File: src/rtl/wkup_pkg.sv
// Shared definitions for the standby wakeup controller.
// Holds the register address map and the interrupt-to-unit folding rule.
package wkup_pkg;

    // Number of leading interrupt lines that fold onto enable bit 0.
    localparam int unsigned SHARED_IRQS = 2;

    typedef enum logic [1:0] {
        REG_ENABLE = 2'd0,
        REG_STATUS = 2'd1,
        REG_DEEP   = 2'd2,
        REG_STATE  = 2'd3
    } reg_addr_e;

    // Enable bit selected by interrupt line irq.
    function automatic int unsigned irq_to_unit(input int unsigned irq);
        if (irq < SHARED_IRQS) return 0;
        return irq - SHARED_IRQS + 1;
    endfunction

endpackage

File: src/rtl/wkup_irq_map.sv
// Folds an interrupt line index into a one-hot enable-bit mask.
// Assumes NUM_UNIT = NUM_IRQ - SHARED_IRQS + 1. An index beyond NUM_IRQ gives an empty mask.
module wkup_irq_map #(
    parameter int unsigned NUM_IRQ  = 8,
    parameter int unsigned NUM_UNIT = 7,
    parameter int unsigned IRQ_W    = 3
) (
    input  logic [IRQ_W-1:0]    irq_sel,
    output logic [NUM_UNIT-1:0] unit_mask
);
    import wkup_pkg::*;

    logic [NUM_UNIT-1:0] rows [NUM_IRQ];

    // One constant row per interrupt line.
    for (genvar g = 0; g < NUM_IRQ; g++) begin : g_row
        assign rows[g] = NUM_UNIT'(1) << irq_to_unit(g);
    end

    // Select the row of the named line.
    always_comb begin
        unit_mask = '0;
        for (int i = 0; i < NUM_IRQ; i++) begin
            if (irq_sel == IRQ_W'(i)) unit_mask = rows[i];
        end
    end

    // a line never names more than one enable bit.
    always_comb begin
        p_map_onehot_r4: assert ($onehot0(unit_mask));
    end

endmodule

File: src/rtl/wkup_status.sv
// Sticky wake status register, one bit per functional unit.
// Events set bits whatever the enable mask holds. Write-one clears, and an event beats a clear.
module wkup_status #(
    parameter int unsigned NUM_UNIT = 7
) (
    input  logic                clk,
    input  logic                rst_n,
    input  logic [NUM_UNIT-1:0] evt_i,
    input  logic [NUM_UNIT-1:0] clr_mask,
    output logic [NUM_UNIT-1:0] status
);

    // Capture events and apply write-one-to-clear.
    always_ff @(posedge clk) begin
        if (!rst_n) status <= '0;
        else        status <= (status & ~clr_mask) | evt_i;
    end

    // every event bit is present in status on the next cycle.
    p_evt_sets_r2: assert property (@(posedge clk) disable iff (!rst_n)
        (evt_i != '0) |=> ((status & $past(evt_i)) == $past(evt_i)));

    // with no clear requested, no status bit drops.
    p_hold_r3: assert property (@(posedge clk) disable iff (!rst_n)
        (clr_mask == '0) |=> ((status & $past(status)) == $past(status)));

endmodule

File: src/rtl/wkup_enable.sv
// Wake-enable mask for the standby domain.
// A bus write replaces the mask, then set and clear masks apply, with clear winning.
// Wipe (leaving standby) zeroes the mask ahead of everything else.
module wkup_enable #(
    parameter int unsigned NUM_UNIT = 7
) (
    input  logic                clk,
    input  logic                rst_n,
    input  logic                bus_we,
    input  logic [NUM_UNIT-1:0] bus_wdata,
    input  logic [NUM_UNIT-1:0] set_mask,
    input  logic [NUM_UNIT-1:0] clr_mask,
    input  logic                wipe,
    output logic [NUM_UNIT-1:0] en
);

    logic [NUM_UNIT-1:0] base;

    // Choose the bus value or the held value as the starting point.
    always_comb base = bus_we ? bus_wdata : en;

    // Update the mask.
    always_ff @(posedge clk) begin
        if (!rst_n)    en <= '0;
        else if (wipe) en <= '0;
        else           en <= (base | set_mask) & ~clr_mask;
    end

    // a set/clear touches only its own bit.
    p_setclr_other_r5: assert property (@(posedge clk) disable iff (!rst_n)
        (!bus_we && !wipe && ((set_mask | clr_mask) != '0))
        |=> (((en ^ $past(en)) & ~$past(set_mask | clr_mask)) == '0));

    // a wipe leaves an empty mask.
    p_wipe_r10: assert property (@(posedge clk) disable iff (!rst_n)
        wipe |=> (en == '0));

endmodule

File: src/rtl/wkup_standby_seq.sv
// Standby entry/exit sequencing, wake request flop and deep-domain enable register.
// Entry needs a nonzero enable mask. Exit happens on the power manager's acknowledge.
module wkup_standby_seq #(
    parameter int unsigned NUM_UNIT = 7
) (
    input  logic                clk,
    input  logic                rst_n,
    input  logic                stby_req,
    input  logic                wake_ack,
    input  logic                en_any,
    input  logic                pending,
    input  logic                deep_we,
    input  logic [NUM_UNIT-1:0] deep_wdata,
    output logic                in_stby,
    output logic                wake_o,
    output logic                wipe,
    output logic [NUM_UNIT-1:0] deep_en
);

    logic enter;

    // Entry and exit conditions.
    always_comb begin
        enter = stby_req && !in_stby && en_any;
        wipe  = in_stby && wake_ack;
    end

    // Standby flag.
    always_ff @(posedge clk) begin
        if (!rst_n)     in_stby <= 1'b0;
        else if (enter) in_stby <= 1'b1;
        else if (wipe)  in_stby <= 1'b0;
    end

    // Wake request: registered view of an enabled pending source in standby.
    always_ff @(posedge clk) begin
        if (!rst_n)    wake_o <= 1'b0;
        else if (wipe) wake_o <= 1'b0;
        else           wake_o <= in_stby && pending;
    end

    // Deep-domain enable: zero through standby, writable outside it.
    always_ff @(posedge clk) begin
        if (!rst_n)                              deep_en <= '0;
        else if (enter || in_stby)               deep_en <= '0;
        else if (deep_we)                        deep_en <= deep_wdata;
    end

    // no entry with an empty mask.
    p_no_entry_empty_r7: assert property (@(posedge clk) disable iff (!rst_n)
        (!in_stby && !en_any) |=> !in_stby);

    // the deep-domain mask is zero throughout standby.
    p_deep_zero_r8: assert property (@(posedge clk) disable iff (!rst_n)
        in_stby |-> (deep_en == '0));

    // wake follows an enabled pending source by one cycle.
    p_wake_latency_r9: assert property (@(posedge clk) disable iff (!rst_n)
        (in_stby && pending && !wake_ack) |=> wake_o);

    // no wake outside standby.
    p_wake_in_stby_r9: assert property (@(posedge clk) disable iff (!rst_n)
        wake_o |-> in_stby);

    // acknowledge leaves standby with the request dropped.
    p_exit_clears_r10: assert property (@(posedge clk) disable iff (!rst_n)
        (in_stby && wake_ack) |=> (!in_stby && !wake_o));

endmodule

File: src/rtl/wkup_ctrl.sv
// Standby wakeup controller top.
// Decodes the register bus, folds interrupt-line set/clear requests onto enable bits,
// and ties the status, enable and sequencing blocks together.
// Assumes NUM_UNIT >= 2 so that the state register fits on the data bus.
module wkup_ctrl #(
    parameter int unsigned NUM_IRQ  = 8,
    parameter int unsigned NUM_UNIT = NUM_IRQ - wkup_pkg::SHARED_IRQS + 1,
    parameter int unsigned IRQ_W    = (NUM_IRQ > 1) ? $clog2(NUM_IRQ) : 1
) (
    input  logic                clk,
    input  logic                rst_n,
    input  logic [1:0]          addr,
    input  logic                wr,
    input  logic [NUM_UNIT-1:0] wdata,
    output logic [NUM_UNIT-1:0] rdata,
    input  logic [NUM_UNIT-1:0] evt_i,
    input  logic [IRQ_W-1:0]    irq_sel,
    input  logic                irq_en_set,
    input  logic                irq_en_clr,
    input  logic                stby_req,
    input  logic                wake_ack,
    output logic                wake_o
);
    import wkup_pkg::*;

    logic [NUM_UNIT-1:0] line_mask, set_mask, clr_mask, st_clr;
    logic [NUM_UNIT-1:0] status, en, deep_en;
    logic                en_we, deep_we, in_stby, wipe, pending;

    // Bus write decode and set/clear gating.
    always_comb begin
        en_we    = wr && (addr == REG_ENABLE);
        deep_we  = wr && (addr == REG_DEEP);
        st_clr   = (wr && (addr == REG_STATUS)) ? wdata : '0;
        set_mask = irq_en_set ? line_mask : '0;
        clr_mask = irq_en_clr ? line_mask : '0;
        pending  = (status & en) != '0;
    end

    wkup_irq_map #(.NUM_IRQ(NUM_IRQ), .NUM_UNIT(NUM_UNIT), .IRQ_W(IRQ_W)) u_map (
        .irq_sel   (irq_sel),
        .unit_mask (line_mask)
    );

    wkup_status #(.NUM_UNIT(NUM_UNIT)) u_status (
        .clk      (clk),
        .rst_n    (rst_n),
        .evt_i    (evt_i),
        .clr_mask (st_clr),
        .status   (status)
    );

    wkup_enable #(.NUM_UNIT(NUM_UNIT)) u_enable (
        .clk       (clk),
        .rst_n     (rst_n),
        .bus_we    (en_we),
        .bus_wdata (wdata),
        .set_mask  (set_mask),
        .clr_mask  (clr_mask),
        .wipe      (wipe),
        .en        (en)
    );

    wkup_standby_seq #(.NUM_UNIT(NUM_UNIT)) u_seq (
        .clk        (clk),
        .rst_n      (rst_n),
        .stby_req   (stby_req),
        .wake_ack   (wake_ack),
        .en_any     (en != '0),
        .pending    (pending),
        .deep_we    (deep_we),
        .deep_wdata (wdata),
        .in_stby    (in_stby),
        .wake_o     (wake_o),
        .wipe       (wipe),
        .deep_en    (deep_en)
    );

    // Read multiplexer.
    always_comb begin
        rdata = '0;
        case (addr)
            REG_ENABLE: rdata = en;
            REG_STATUS: rdata = status;
            REG_DEEP:   rdata = deep_en;
            default: begin
                rdata[0] = in_stby;
                rdata[1] = wake_o;
            end
        endcase
    end

endmodule

File: config.mk
export PLATFORM = sky130hd
export DESIGN_NAME = wkup_ctrl
export DESIGN_NICKNAME = d
export VERILOG_FILES = /design/src/rtl/wkup_pkg.sv /design/src/rtl/wkup_irq_map.sv /design/src/rtl/wkup_status.sv /design/src/rtl/wkup_enable.sv /design/src/rtl/wkup_standby_seq.sv /design/src/rtl/wkup_ctrl.sv
export SDC_FILE = /design/constraint.sdc
export NUM_CORES = 1
export LEC_CHECK = 0
export BUFFER_PORTS_ARGS = -buffer_cell sky130_fd_sc_hd__buf_2
export CORE_MARGIN = 3
export CORE_UTILIZATION = 48
export CTS_BUF_LIST = sky130_fd_sc_hd__clkbuf_8
export CTS_CLUSTER_DIAMETER = 50
export CTS_CLUSTER_SIZE = 25
export DETAILED_ROUTE_END_ITERATION = 10
export PLACE_DENSITY_LB_ADDON = 0.3
export SLEW_MARGIN = 20
export SYNTH_ARGS = -nofsm -noshare
export SYNTH_HDL_FRONTEND = slang
export SYNTH_SLANG_ARGS = --single-unit
File: constraint.sdc
create_clock -name clk -period 1.03 [get_ports clk]
set_input_delay 0.0515 -clock clk [delete_from_list [all_inputs] [get_ports clk]]
set_output_delay 0.0515 -clock clk [all_outputs]
set_load 0.01 [all_outputs]
==> reports/results.md, run 1 <==
## Pwr
- 0.763 nW — Leak Pwr
- 1190 uV — largest vdd supply drop
- 1160 mW/mm^2 — total power divided by cell area
- 2.13 mW — Tot Pwr

## STA
- 0 — count of pins over their slew limit
- 0.626 — Slew Limit Headroom
- 770 MHz — Max Fclk
- 0.0741 ns — Fin Hold WS
- 0.560 ns — pin slew with the least headroom to its limit
- 0.00219 ns — final setup skew
- 0 — hold violation count in the final report
- -1.91 ns — Setup TNS Final
- yes — RSZ-0062 raised after global routing
- 1.30 ns — time the final worst path needs with I/O delays and setup
- 16 — number of endpoints failing setup at the final stage
- -0.268 ns — minimum setup slack in the final design
- 1.26 — final period utilization

## Cells and area
- sky130_fd_sc_hd__buf_2, sky130_fd_sc_hd__mux2i_1, sky130_fd_sc_hd__buf_4 — highest-count cells in the layout ignoring fill and taps
- 0 — Diodes inserted
- 203 — final standard cell count with taps included and fillers excluded
- sky130_fd_sc_hd__buf_2 — most common cell after layout, fill and taps aside
- 53.4% — post-synthesis to final-layout area growth
- 130 — fill cell total of the finished layout
- 0.804 — utilization of the core after routing
- 0.00183 sq mm — area of all placed cells without fillers
- 202 — count of nets after finishing
- 0.537 — share of cells above drive strength 1

## Clock network
- 2 — Max Root-Sink Buffers
- sky130_fd_sc_hd__clkbuf_8 — Clk Tree Root Cell
- 23 — number of clock sinks seen by CTS
- 0.27 ns — worst skew pair latency
- 0.08 ns — clock edge transition at the registers on the reported setup and hold paths
- 3 — total CTS buffers
- done — CTS tree
- 1 — count of H-tree levels built during CTS

## Die
- 55.9 um — die height
- 0.524 — initial core utilization
- 0.00228 sq mm — Core Box Area
- 0.00312 sq mm — Total Die Area
- 34 — Boundary Pins
- 17 — Core Rows
- 55.9 um — x dimension of the die

## Critical path
- output port — Critical Path Sink Type
- reg2out — class of the most critical setup path
- 0.98 ns — data required time of the critical path
- 3 — worst r2r path cells
- 1.25 ns — arrival time of data at the critical path endpoint
- 2 — CP Max Fanout
- flop — CP Launch Type

## Place
- 0.00146 sq mm — Placement Cell Area
- 185 — cell count after placement
- 33 — number of port buffers
- -0.109 ns — dpl ws
- 2.52 mm — detailed placer's ending HPWL
- 0.887 — Final GP Congestion

## Routing
- 3.94 mm — final WL
- 1,208 — routed vias
- 0 — remaining design rule violation count
- 0 — Detail Route Antenna Nets
- 44 — number of DRC markers after the initial detailed-route iteration
- 5.95 — mean number of vias per cell
- 19.4 um — routed len/inst
- 4 — DR pass1 iterations

## Global route
- 1,258 — via count of the first global-routing pass
- 0 — antenna violations before repair
- 0 — aggregate global routing overflow
- 0.251 — GRT Overall Usage
- 14 — largest net degree at the start of global routing
- 6.11 mm — first-pass GRT wire length

## Synthesis
- 117 — gate count of the mapped netlist
- 143 — synthesized netlist net count
- multiplexers — main combinational cell family by area after synthesis
- 0.00119 sq mm — total standard cell area after synthesis
- 23 — flip-flop and latch count after synthesis
- 25 — Unique masters post-synth
- 0.194 — Compound-Gate Fraction of Synth Area
- 0 — Yosys warning count
- 0 — XOR/XNOR Fraction of Synth Area
- 0.203 — share of synthesized area spent on multiplexers
- 0 — post-synthesis share of cell area spent on full adders, half adders and majority gates
- 0.386 — Seq/Total Area, Yosys
- 10.2 sq um — Post-Syn Area per Cell
- 0.179 — Post-Synth Simple-Gate Area

## Job
- 0 — max-cap check violation count

## Worst hold path
- 3 — worst hold path cell count
- in2reg — hold crit path type

## Outcome
- setup timing — failing checks
- finished with violations — status

## critical path, cell delays in order (launching register included)
cell and delay [ns]:
sky130_fd_sc_hd__dfxtp_2 0.34, sky130_fd_sc_hd__mux4_2 0.50, sky130_fd_sc_hd__buf_6 0.14
## cells by family after synthesis
kind of cell,after synthesis
multiplexers,21
AO/OA/AOI/OAI,31
AND/OR/NAND/NOR,37
buffers and inverters,5
flip-flops,23
## cell usage after synthesis
cell type	instances	share of area
sky130_fd_sc_hd__mux2i_1	19	0.16
sky130_fd_sc_hd__clkbuf_1	1	0.0031
sky130_fd_sc_hd__nand3b_1	1	0.0063
sky130_fd_sc_hd__a21boi_0	7	0.044
sky130_fd_sc_hd__o21a_1	7	0.044
sky130_fd_sc_hd__mux4_1	2	0.044
sky130_fd_sc_hd__a211oi_1	1	0.0063
sky130_fd_sc_hd__nor2_1	2	0.0063
sky130_fd_sc_hd__a222oi_1	1	0.0084
sky130_fd_sc_hd__buf_6	3	0.028
sky130_fd_sc_hd__and2_1	2	0.010
sky130_fd_sc_hd__buf_4	1	0.0063
sky130_fd_sc_hd__and2b_2	1	0.0073
sky130_fd_sc_hd__nor3b_1	7	0.044
sky130_fd_sc_hd__o21ai_0	5	0.021
sky130_fd_sc_hd__nand2_1	12	0.038
sky130_fd_sc_hd__dfxtp_1	23	0.39
sky130_fd_sc_hd__nor4_1	2	0.010
sky130_fd_sc_hd__nand3_1	3	0.013
sky130_fd_sc_hd__nor2b_1	5	0.026
sky130_fd_sc_hd__a21oi_1	1	0.0042
sky130_fd_sc_hd__nor3b_2	1	0.010
sky130_fd_sc_hd__and3b_1	1	0.0073
sky130_fd_sc_hd__a221oi_1	8	0.059
sky130_fd_sc_hd__a22o_1	1	0.0073
## path summary, 6_finish.rpt
path | startpoint | end | slack, ns
setup reg to reg | u_enable.en[6]$_SDFF_PP0_ | u_seq.deep_en[1]$_SDFFE_PP0P_ | -0.19
setup / recovery | u_seq.wake_o$_SDFF_PP0_ | rdata[1] | -0.27
hold reg to reg | u_seq.deep_en[5]$_SDFFE_PP0P_ | u_seq.deep_en[5]$_SDFFE_PP0P_ | 0.59
hold / removal | irq_en_set | u_enable.en[0]$_SDFF_PP0_ | 0.07
## layer usage
| layer | global-route usage | vias to the layer above | part of all wire |
|---|---|---|---|
| met4 | 0.0983 | 0 | 0.030 |
| met3 | 0.0418 | 10 | 0.043 |
| met1 | 0.295 | 593 | 0.43 |
| li1 | - | 560 | - |
| met5 | 0 | - | 0 |
| met2 | 0.453 | 45 | 0.50 |
## registers in the layout (all words and copies together), names as in the netlist
| signal | count |
|---|---|
| u_enable.en | 7 |
| u_seq.wake_o | 1 |
| u_status.status | 7 |
| u_seq.in_stby | 1 |
| u_seq.deep_en | 7 |
## where the power goes
part	total (mW)	switching (mW)	internal, mW
clock network	0.569	0.298	0.271
logic	0.565	0.278	0.287
registers	0.995	0.0557	0.940
total	2.13	0.632	1.50
## final cells by class
| type | count | area (sq um) | area share |
|---|---|---|---|
| Multi-Input combinational cell | 89 | 852 | 0.465 |
| Clock inverter | 1 | 5.00 | 0.00273 |
| Tap cell | 28 | 35.0 | 0.0191 |
| Timing Repair Buffer | 59 | 408 | 0.223 |
| Clock buffer | 3 | 41.3 | 0.0226 |
| Sequential cell | 23 | 489 | 0.267 |
## repair_timing
item,CTS,global route
cloned,0,0
endpoints found under the setup margin,23,23
hold buffers,9,0
pin swaps,4,15
endpoints found under the hold margin,9,0
resized for setup,36,22
buffers inserted,4,1
(Power assumes the default switching activity.)
==> run 2, diff against run 1 <==
Settings changed: PLACE_DENSITY set to 0.85, PLACE_DENSITY_LB_ADDON 0.3 to unset.
==> run 2 against run 1 <==
Compared with the run above: the flow still finishes with violations (setup timing); final cell count decreased by 2.5%; utilization down 1.9 points; fmax increased by 2.7%; design area decreased by 2.3%; critical endpoint unchanged; largest cell class unchanged; largest power group unchanged.
==> reports/results.md, run 2 (synthesis results as in run 1) <==
## Place
- 182 — cell count after placement
- 33 — number of port buffers
- 0.898 — Final GP Congestion
- 2.46 mm — detailed placer's ending HPWL

## Critical path
- flop — CP Launch Type
- output port — Critical Path Sink Type
- 1.21 ns — arrival time of data at the critical path endpoint
- 0.98 ns — data required time of the critical path
- reg2out — class of the most critical setup path
- 4 — worst r2r path cells
- 2 — CP Max Fanout

## Global route
- 1,300 — via count of the first global-routing pass
- 6.24 mm — first-pass GRT wire length
- 0.255 — GRT Overall Usage
- 14 — largest net degree at the start of global routing
- 0 — aggregate global routing overflow
- 0 — antenna violations before repair

## Routing
- 35 — number of DRC markers after the initial detailed-route iteration
- 0 — remaining design rule violation count
- 19.4 um — routed len/inst
- 6.04 — mean number of vias per cell
- 1,196 — routed vias
- 4 — DR pass1 iterations
- 0 — Detail Route Antenna Nets
- 3.85 mm — final WL

## Cells and area
- 198 — final standard cell count with taps included and fillers excluded
- u_enable.en x7, u_seq.deep_en x7, u_status.status x7 — Largest regs
- 0.547 — share of cells above drive strength 1
- sky130_fd_sc_hd__buf_2, sky130_fd_sc_hd__mux2i_1, sky130_fd_sc_hd__nand2_1, sky130_fd_sc_hd__dfxtp_2 — highest-count cells in the layout ignoring fill and taps
- 49.8% — post-synthesis to final-layout area growth
- 0 — Diodes inserted
- 197 — count of nets after finishing
- sky130_fd_sc_hd__buf_2 — most common cell after layout, fill and taps aside

## Clock network
- 2 — Max Root-Sink Buffers
- 0.27 ns — worst skew pair latency
- 1 — count of H-tree levels built during CTS
- sky130_fd_sc_hd__clkbuf_8 — Clk Tree Root Cell
- 23 — number of clock sinks seen by CTS
- 3 — total CTS buffers
- 0.08 ns — clock edge transition at the registers on the reported setup and hold paths
- done — CTS tree

## Pwr
- 0.262 — share of total power in combinational logic
- 1.49 mW — internal power
- 1180 mW/mm^2 — total power divided by cell area
- 0.266 — part of the power in the clock network
- 0.740 nW — Leak Pwr
- 0.472 — sequential fraction of design power
- 1200 uV — largest vdd supply drop
- 0.621 mW — power dissipated by switching net loads
- 0.294 — switching power share of the total

## Die
- 0.00312 sq mm — Total Die Area
- 0.00228 sq mm — Core Box Area
- 34 — Boundary Pins
- 55.9 um — die height
- 17 — Core Rows
- 55.9 um — x dimension of the die
- 0.524 — initial core utilization

## STA
- 791 MHz — Max Fclk
- 0 — hold violation count in the final report
- 0.00327 ns — final setup skew
- -0.234 ns — minimum setup slack in the final design
- 0.403 ns — pin slew with the least headroom to its limit
- 0 — count of pins over their slew limit
- -1.80 ns — Setup TNS Final
- 0.731 — Slew Limit Headroom
- 1.26 ns — time the final worst path needs with I/O delays and setup
- 16 — number of endpoints failing setup at the final stage
- 1.23 — final period utilization
- yes — RSZ-0062 raised after global routing

## Outcome
- finished with violations — status
- setup timing — failing checks

## Worst hold path
- 2 — worst hold path cell count
- in2reg — hold crit path type

## Job
- 0 — max-cap check violation count

==> run 2: cell count changes in the layout (fill, tap and decap cells not counted), sizes merged <==
cell / change
buf: -3
dlygate4sd3: -2
==> run 2: worst paths after layout <==
path,startpoint,endpoint,slack [ns]
worst max-delay path,u_enable.en[1]$_SDFF_PP0_,rdata[1],-0.23
worst min-delay path,evt_i[1],u_status.status[1]$_SDFF_PN0_,0.01
worst max register to register,u_enable.en[1]$_SDFF_PP0_,u_seq.in_stby$_SDFFE_PN0P_,-0.16
worst min register to register,u_seq.deep_en[4]$_SDFFE_PP0P_,u_seq.deep_en[4]$_SDFFE_PP0P_,0.58
==> run 2: area by class of cell <==
| cell class | count | area (sq um) |
|---|---|---|
| multi-input cells | 89 | 853 |
| well taps | 28 | 35.0 |
| flip-flops and latches | 23 | 488 |
| clock buffers | 3 | 41.3 |
| fillers | 131 | 488 |
| repair buffers | 54 | 365 |
| clock inverters | 1 | 5.00 |
==> run 2: per-stage QoR <==
step                      total power [mW]  area (sq um)  hold WS (ns)  utilization  worst slack (ns)
after floorplan                       1.22          1210         0.124            -            0.0218
after global placement                1.36          1430         0.235        0.629           -0.0520
after detailed placement              1.38          1430         0.236        0.629            -0.110
after CTS                             2.08          1750        0.0155        0.768            -0.222
after global routing                  2.20          1790       0.00724        0.786            -0.254
final                                 2.11          1790        0.0139        0.786            -0.234
==> run 2: worst max-delay path, stage by stage, from the launching register on <==
cell and delay (ns):
sky130_fd_sc_hd__dfxtp_2 0.34, sky130_fd_sc_hd__mux4_2 0.46, sky130_fd_sc_hd__buf_6 0.14
==> run 2: power by group through the flow <==
stage | combinational (mW) | sequential (mW) | clock [mW]
2_1_floorplan | 0.228 | 0.992 | 0
3_3_place_gp | 0.360 | 1.00 | 0
3_5_place_dp | 0.372 | 1.01 | 0
4_1_cts | 0.519 | 0.991 | 0.574
5_1_grt | 0.593 | 1.00 | 0.608
6_report | 0.553 | 0.998 | 0.562
==> run 2: what timing repair did <==
action,4_1_cts,5_1_grt
setup buffers,5,0
hold buffers,7,0
hold endpoints to repair,7,0
pin swaps,13,6
gates resized for setup,49,11
setup endpoints to repair,22,22
==> run 2: routing by layer <==
layer | GRT usage | vias to the layer above | share of wire
li1 | - | 551 | -
met1 | 0.311 | 588 | 0.41
met2 | 0.444 | 47 | 0.51
met3 | 0.0348 | 10 | 0.052
met4 | 0.112 | 0 | 0.025
met5 | 0 | - | 0
==> run 3, diff against run 2 <==
Settings changed: CORE_UTILIZATION 48 to 50, PLACE_DENSITY 0.85 to 0.84, REMOVE_ABC_BUFFERS set to 1.
Clock period 1.03 ns to 1.5 ns, I/O delays scaled along.
==> run 3 against run 2 <==
Compared with the run above: the flow now finishes without violations; largest power group unchanged; register-to-register slack better by 0.38 ns; sequential share of layout area is 5.0 points higher; first-iteration DRC count decreased by 20%; sequential power fell by 32%; non-clock buffer count down 17.
==> reports/results.md, run 3 (synthesis results as in run 1) <==
## STA
- 0.906 — final period utilization
- 0.440 ns — pin slew with the least headroom to its limit
- 0 — count of pins over their slew limit
- 0 — hold violation count in the final report
- 0.0200 ns — Fin Hold WS
- 1.36 ns — time the final worst path needs with I/O delays and setup
- 0.00530 ns — final setup skew
- 0.705 — Slew Limit Headroom
- 0 ns — Setup TNS Final
- no — RSZ-0062 raised after global routing
- 0 — number of endpoints failing setup at the final stage
- 736 MHz — Max Fclk

## Clock network
- 1 — count of H-tree levels built during CTS
- 2 — Max Root-Sink Buffers
- 3 — total CTS buffers
- done — CTS tree
- 0.26 ns — worst skew pair latency
- sky130_fd_sc_hd__clkbuf_8 — Clk Tree Root Cell
- 0 — CTS-repair resized insts
- 23 — number of clock sinks seen by CTS
- 0.08 ns — clock edge transition at the registers on the reported setup and hold paths

## Cells and area
- 180 — count of nets after finishing
- 0.639 — utilization of the core after routing
- u_enable.en x7, u_seq.deep_en x7, u_status.status x7 — Largest regs
- 0 — Diodes inserted
- 0.268 — share of cells above drive strength 1
- sky130_fd_sc_hd__buf_2 — most common cell after layout, fill and taps aside
- sky130_fd_sc_hd__buf_2, sky130_fd_sc_hd__dfxtp_1, sky130_fd_sc_hd__mux2i_1 — highest-count cells in the layout ignoring fill and taps
- 19.5% — post-synthesis to final-layout area growth

## Critical path
- output port — Critical Path Sink Type
- 0.52 ns — Critical Path Max Stage Delay
- sky130_fd_sc_hd__mux4_1 — slowest library cell on the worst path
- 1.42 ns — data required time of the critical path
- reg2out — class of the most critical setup path
- mux4_1 > buf_2 — worst path cell trace
- flop — CP Launch Type
- 4 — CP Max Fanout
- 1.28 ns — arrival time of data at the critical path endpoint

## Die
- 0.00223 sq mm — Core Box Area
- 0.534 — initial core utilization
- 0.00301 sq mm — Total Die Area
- 54.9 um — die height
- 34 — Boundary Pins
- 17 — Core Rows
- 54.9 um — x dimension of the die

## Global route
- 17 — largest net degree at the start of global routing
- 0 — antenna violations before repair
- 0.208 — GRT Overall Usage
- 975 — via count of the first global-routing pass
- 0 — aggregate global routing overflow
- 4.46 mm — first-pass GRT wire length

## Worst hold path
- in2reg — hold crit path type

## Routing
- 0 — Detail Route Antenna Nets
- 5.91 — mean number of vias per cell
- 28 — number of DRC markers after the initial detailed-route iteration
- 0 — remaining design rule violation count
- 4 — DR pass1 iterations
- 1,069 — routed vias
- 2.97 mm — final WL
- 16.4 um — routed len/inst

## Place
- 33 — number of port buffers
- 0.796 — Final GP Congestion
- 2.27 mm — detailed placer's ending HPWL

## Pwr
- 579 uV — largest vdd supply drop
- 912 mW/mm^2 — total power divided by cell area
- 0.621 nW — Leak Pwr

## Outcome
- finished, final reports clean — status

## Job
- 0 — max-cap check violation count

==> run 3: per-layer routing <==
layer / GRT usage / wire (um) / part of all wire
met5: 0 / 0 / 0
met4: 0.0913 / 65 / 0.022
met3: 0.0381 / 144 / 0.048
met2: 0.341 / 1450 / 0.49
met1: 0.262 / 1310 / 0.44
==> run 3: worst paths after layout <==
kind	startpoint	end	slack [ns]	cells after the start
min reg2reg	u_seq.in_stby$_SDFFE_PN0P_	u_seq.wake_o$_SDFF_PP0_	0.50	2
max reg2reg	u_enable.en[1]$_SDFF_PP0_	u_seq.deep_en[4]$_SDFFE_PP0P_	0.22	4
min	evt_i[0]	u_status.status[0]$_SDFF_PN0_	0.02	2
max	u_enable.en[0]$_SDFF_PP0_	rdata[0]	0.14	2
==> run 3: critical path: cells and delay by family, from the launching register on <==
kind / cells / cell delay [ns]
buffers and inverters: 1 / 0.16
muxes: 1 / 0.52
DFF: 1 / 0.35
==> run 3: cell type report <==
| type | count | area, sq um |
|---|---|---|
| clock buffers | 3 | 41.3 |
| clock inverters | 1 | 3.75 |
| fillers | 200 | 807 |
| multi-input cells | 89 | 688 |
| flip-flops and latches | 23 | 460 |
| well taps | 28 | 35.0 |
| repair buffers | 37 | 198 |
==> run 3: power by group <==
group / total, mW / switching, mW / internal (mW)
Combinational: 0.250 / 0.126 / 0.124
Sequential: 0.676 / 0.0309 / 0.645
Clock: 0.375 / 0.192 / 0.183
Total: 1.30 / 0.349 / 0.952
==> run 3: timing repair <==
item | CTS | global route
hold buffers | 1 | 0
endpoints found under the setup margin | 0 | 0
buffers inserted | 0 | 0
hold endpoints to repair | 1 | 0
==> run 3: through the flow <==
step / worst slack, ns / total power [mW] / area (sq um) / instances
6_report: 0.141 / 1.30 / 1430 / 181
5_1_grt: 0.100 / 1.35 / 1430 / 181
4_1_cts: 0.132 / 1.31 / 1430 / 181
3_5_place_dp: 0.282 / 0.933 / 1370 / 176
3_3_place_gp: 0.358 / 0.922 / 1370 / 176
2_1_floorplan: 0.428 / 0.811 / 1150 / 112
